===== src/rtl/sha256_sched_expander.sv =====
module sha256_sched_expander #(
  parameter int STEPS        = 12,
  parameter int SPLIT_FINISH = 0
) (
  input  logic         clk,
  input  logic         rst_n,
  input  logic         load,
  input  logic [511:0] blk_in,
  input  logic         step,
  output logic [127:0] words_out,
  output logic         out_valid,
  output logic         done
);

  localparam int CW = $clog2(STEPS + 1);

  typedef enum logic [1:0] {S_IDLE, S_PART, S_FIN, S_FIN_HI} st_t;

  function automatic logic [31:0] rotr(input logic [31:0] x, input int n);
    return (x >> n) | (x << (32 - n));
  endfunction

  function automatic logic [31:0] sig0(input logic [31:0] x);
    return rotr(x, 7) ^ rotr(x, 18) ^ (x >> 3);
  endfunction

  function automatic logic [31:0] sig1(input logic [31:0] x);
    return rotr(x, 17) ^ rotr(x, 19) ^ (x >> 10);
  endfunction

  st_t         st;
  logic [CW-1:0] cnt;
  logic [31:0] win  [16];
  logic [31:0] part [4];
  logic [31:0] part_n [4];
  logic [31:0] new_w [4];
  logic [31:0] lo_src [2];
  logic        finish;

  for (genvar k = 0; k < 4; k++) begin : g_part
    assign part_n[k] = win[k] + sig0(win[k+1]);
  end

  assign new_w[0] = part[0] + sig1(win[14]) + win[9];
  assign new_w[1] = part[1] + sig1(win[15]) + win[10];
  assign new_w[2] = part[2] + sig1(lo_src[0]) + win[11];
  assign new_w[3] = part[3] + sig1(lo_src[1]) + win[12];

  if (SPLIT_FINISH != 0) begin : g_split
    logic [31:0] lo_q [2];
    always_ff @(posedge clk or negedge rst_n) begin
      if (!rst_n) begin
        lo_q[0] <= '0;
        lo_q[1] <= '0;
      end else if (st == S_FIN) begin
        lo_q[0] <= new_w[0];
        lo_q[1] <= new_w[1];
      end
    end
    assign lo_src[0] = lo_q[0];
    assign lo_src[1] = lo_q[1];
    assign finish    = (st == S_FIN_HI);
  end else begin : g_chain
    assign lo_src[0] = new_w[0];
    assign lo_src[1] = new_w[1];
    assign finish    = (st == S_FIN);
  end

  always_ff @(posedge clk or negedge rst_n) begin
    if (!rst_n) begin
      st        <= S_IDLE;
      cnt       <= '0;
      done      <= 1'b0;
      out_valid <= 1'b0;
      words_out <= '0;
      for (int j = 0; j < 16; j++) win[j] <= '0;
      for (int k = 0; k < 4; k++) part[k] <= '0;
    end else begin
      out_valid <= 1'b0;
      if (load) begin
        st   <= S_IDLE;
        cnt  <= '0;
        done <= 1'b0;
        for (int j = 0; j < 16; j++) win[j] <= blk_in[32*j +: 32];
      end else begin
        case (st)
          S_IDLE:   if (step && !done) st <= S_PART;
          S_PART: begin
            for (int k = 0; k < 4; k++) part[k] <= part_n[k];
            st <= S_FIN;
          end
          S_FIN:    if (!finish) st <= S_FIN_HI;
          default:  ;
        endcase
        if (finish) begin
          st        <= S_IDLE;
          words_out <= {new_w[3], new_w[2], new_w[1], new_w[0]};
          for (int j = 0; j < 12; j++) win[j] <= win[j+4];
          for (int k = 0; k < 4; k++) win[12+k] <= new_w[k];
          cnt       <= cnt + 1'b1;
          out_valid <= 1'b1;
          if (cnt == CW'(STEPS - 1)) done <= 1'b1;
        end
      end
    end
  end

  assert_valid_pulse_R8: assert property (@(posedge clk) disable iff (!rst_n)
    out_valid |=> !out_valid);

  assert_load_clears_R1: assert property (@(posedge clk) disable iff (!rst_n)
    load |=> (!out_valid && !done));

  assert_done_quiet_R10: assert property (@(posedge clk) disable iff (!rst_n)
    (done && !load) |=> !out_valid);

  assert_done_with_last_R10: assert property (@(posedge clk) disable iff (!rst_n)
    $rose(done) |-> out_valid);

  assert_window_shift_R6: assert property (@(posedge clk) disable iff (!rst_n)
    out_valid |-> (win[0] == $past(win[4])));

  assert_busy_ignore_R9: assert property (@(posedge clk) disable iff (!rst_n)
    (st != S_IDLE && !load) |=> (st != S_PART));

endmodule


===== config.mk =====
export PLATFORM = sky130hd
export DESIGN_NAME = sha256_sched_expander
export DESIGN_NICKNAME = d
export VERILOG_FILES = /design/src/rtl/sha256_sched_expander.sv
export SDC_FILE = /design/constraint.sdc
export NUM_CORES = 2
export LEC_CHECK = 0
export BUFFER_PORTS_ARGS = -buffer_cell sky130_fd_sc_hd__buf_4
export CAP_MARGIN = 20
export CORE_MARGIN = 3
export CORE_UTILIZATION = 48
export DETAILED_ROUTE_END_ITERATION = 7
export PLACE_DENSITY = 0.68
export SETUP_SLACK_MARGIN = 0.5
export SYNTH_ARGS = -nofsm -noshare
export SYNTH_HDL_FRONTEND = slang
export SYNTH_SLANG_ARGS = --single-unit

===== constraint.sdc =====
create_clock -name clk -period 18.71 [get_ports clk]
set_input_delay 0 -clock clk [delete_from_list [all_inputs] [get_ports clk]]
set_output_delay 0 -clock clk [all_outputs]
set_load 0.05 [all_outputs]

==> flow_metrics.env <==
export IMPL_hpwl_um=192000
export IMPL_drv_slew=0
export IMPL_syn_inst=5499
export IMPL_dieHeight_um=333
export IMPL_drive_above_1_share=0.142
export IMPL_grt_pass1_wl_um=346000
export IMPL_reg2reg_from="win[11]"
export IMPL_cp_common_cell="xnor2_1"
export IMPL_hold_viol=0
export IMPL_ys_flop_type="dfrtp_1"
export IMPL_grt_pass1_vias=46680
export IMPL_area_growth_pct=29.6
export IMPL_rsz0062_at_grt="false"
export IMPL_worst_setup_path_type="reg2reg"
export IMPL_dieWidth_um=333
export IMPL_antenna_found_initial=32
export IMPL_synth_top_area_frac=0.379
export IMPL_worstPathArrival_ps=9230
export IMPL_cap_viol_max_count=0
export IMPL_gr_total_overflow=0
export IMPL_wl_per_cell_um=30.8
export IMPL_grt_max_degree=212
export IMPL_synth_edf_count=0
export IMPL_pin_count=646
export IMPL_cpMaxStageDelayCell="a2111oi_0"
export IMPL_setup_ws_ps=10020
export IMPL_path_clk_slew_ps=60
export IMPL_period_share=0.464
export IMPL_initial_core_util=0.485
export IMPL_path_max_fanout=5
export IMPL_setup_violations=0
export IMPL_worst_pin_slew_ps=1260
export IMPL_dr_pass1_iters=6
export IMPL_synth_area_top_cells="dfrtp_1 38%, xnor2_1 9.0%, mux2i_1 8.6%"
export IMPL_skew_ps=28.6
export IMPL_synth_seq_cells=776
export IMPL_startpoint_type="flop"
export IMPL_grt_usage=0.440
export IMPL_crit_required_ps=19250
export IMPL_drt_first_iter_violations=5735
export IMPL_clockBufferDepth=3
export IMPL_cts_root_buf="clkbuf_16"
export IMPL_coreArea_sq_um=106000
export IMPL_relSlewSlack=0.153
export IMPL_cpPeakStageDelay_ps=840
export IMPL_grtUsageMet3=0.115
export IMPL_io_buffers=645
export IMPL_drc_errors=0
export IMPL_syn_avg_cell_area_sq_um=9.33
export IMPL_synth_nets=6396
export IMPL_async_reset_ff_frac=1.00
export IMPL_grt_busiest_layer="met2"
export IMPL_via_count=48325
export IMPL_critPathCaptureType="flop"
export IMPL_fmax_mhz=115
export IMPL_cts_tree="done"
export IMPL_cts_resized=0
export IMPL_grt_util_met1=0.598
export IMPL_synth_area_sq_um=51300
export IMPL_place_gp_congestion=1.04
export IMPL_core_rowCount=119
export IMPL_fin_crit_ps=8690
export IMPL_ys_types=91
export IMPL_clk_latency_ps=700
export IMPL_vias_per_cell=5.98
export IMPL_fin_setup_tns_ps=0
export IMPL_drt_wl_total_um=249000
export IMPL_place_ws_ps=10180
export IMPL_crit_start="win[11]"
export IMPL_cts_buffers_inserted=87
export IMPL_min_path_type="in2async"
export IMPL_cts_sinks=776
export IMPL_yosysWarnings=0
export IMPL_h_tree_depth=3
export IMPL_status="completed"
export IMPL_drtAntennaViolNets=0
export IMPL_seq_area_frac_synth=0.379
export IMPL_die_area_sq_um=111000
export IMPL_nNetsFinal=7499
export IMPL_synth_largest_area_cell="dfrtp_1"
export IMPL_use_met2=0.637
[critical path: cells and delay by family (launching register included)]
kind / cells / cell delay, ps
compound gates: 13 / 3890
fa+ha+maj: 5 / 2180
xor+xnor: 6 / 1500
flops: 1 / 490
simple gates: 3 / 440
buf+inv: 1 / 40
[placed cells by master (no fill, tap or decap), drive strengths merged, types with 11 or more instances in the layout]
master	instances
a211o	14
a211oi	31
a21o	86
a21oi	227
a31oi	21
and3	40
buf	719
bufinv	11
clkbuf	121
clkinv	18
dfrtp	776
diode	12
dlygate4sd3	596
fa	132
ha	249
inv	170
mux2	25
mux2i	443
nand2	979
nand2b	19
nand3	34
nand4	14
nor2	146
nor2b	23
nor3	32
o211ai	14
o21a	58
o21ai	783
o21bai	30
o31ai	20
or3	15
xnor2	532
xor2	140
[sequential cells by signal, indices dropped and copies added (netlist names)]
name,flops
words_out,128
part,128
done,1
st,2
win,512
cnt,4
out_valid,1
[cell usage after synthesis, types with 8 or more instances]
| cell | count |
|---|---|
| nor2_1 | 146 |
| o31a_1 | 8 |
| nand3_1 | 34 |
| nand2b_1 | 19 |
| o21a_1 | 58 |
| ha_1 | 249 |
| mux2i_1 | 443 |
| a21o_1 | 84 |
| o21bai_1 | 30 |
| and3_1 | 37 |
| inv_1 | 165 |
| nor2b_1 | 22 |
| a31oi_1 | 21 |
| a211oi_1 | 28 |
| o21ai_0 | 780 |
| mux2_2 | 25 |
| buf_1 | 39 |
| a21oi_1 | 227 |
| nor4_1 | 8 |
| nand2_1 | 978 |
| and2_1 | 9 |
| nand4_1 | 14 |
| clkbuf_1 | 256 |
| nor3_1 | 32 |
| a211o_1 | 14 |
| or2_2 | 9 |
| dfrtp_1 | 776 |
| or3_1 | 15 |
| o31ai_1 | 20 |
| fa_1 | 132 |
| a31o_2 | 9 |
| o211ai_1 | 13 |
| xor2_1 | 139 |
| xnor2_1 | 529 |
[final cells by class]
cell class | instances | area [sq um]
clock inverters | 39 | 515
clock buffers | 121 | 2530
multi-input cells | 4256 | 30200
fillers | 8575 | 39200
inverters | 166 | 624
diodes | 12 | 30.0
well taps | 1391 | 1740
flip-flops and latches | 776 | 19400
repair buffers | 1315 | 11500
[stage by stage]
| stage | util | std cells | cell area, sq um | hold WS, ps |
|---|---|---|---|---|
| final | 0.629 | 8076 | 66500 | 18.3 |
| after global routing | 0.629 | 8067 | 66400 | 56.6 |
| after CTS | 0.628 | 8063 | 66400 | 26.0 |
| after detailed placement | 0.543 | 7307 | 57400 | 157 |
| after global placement | 0.543 | 7306 | 57400 | 151 |
| after floorplan | - | 5499 | 51300 | -296 |
[per-layer routing]
metal,vias to the layer above,share of wire
met3,640,0.11
met2,2920,0.42
li1,21056,-
met1,23691,0.40
met5,-,0.00045
met4,18,0.069
[timing repair]
action | CTS | global route
setup buffers | 0 | 0
endpoints found under the hold margin | 627 | 0
hold buffers | 596 | 0
[path summary, 6_finish.rpt]
path | slack [ps] | cells past startpoint | to
max in group asynchronous | 16330 | 4 | win[474]
worst min register to register | 480 | 2 | words_out[47]
min in group clk | 60 | 4 | win[383]
worst max register to register | 10020 | 28 | words_out[125]
worst min-delay path | 20 | 2 | words_out[102]
worst max-delay path | 10020 | 28 | words_out[125]
[cells by family after synthesis]
kind of cell    count (synthesis)  share of synthesized area
flops                         776                      0.379
xor+xnor                      674                      0.116
simple gates                 1355                      0.110
mux                           468                     0.0920
buf+inv                       467                     0.0346
compound gates               1378                      0.156
fa+ha+maj                     381                      0.112
Power is left out: the tool's default activity adds up to more than one toggle a clock period on the data nets, which glitch-free logic cannot reach.
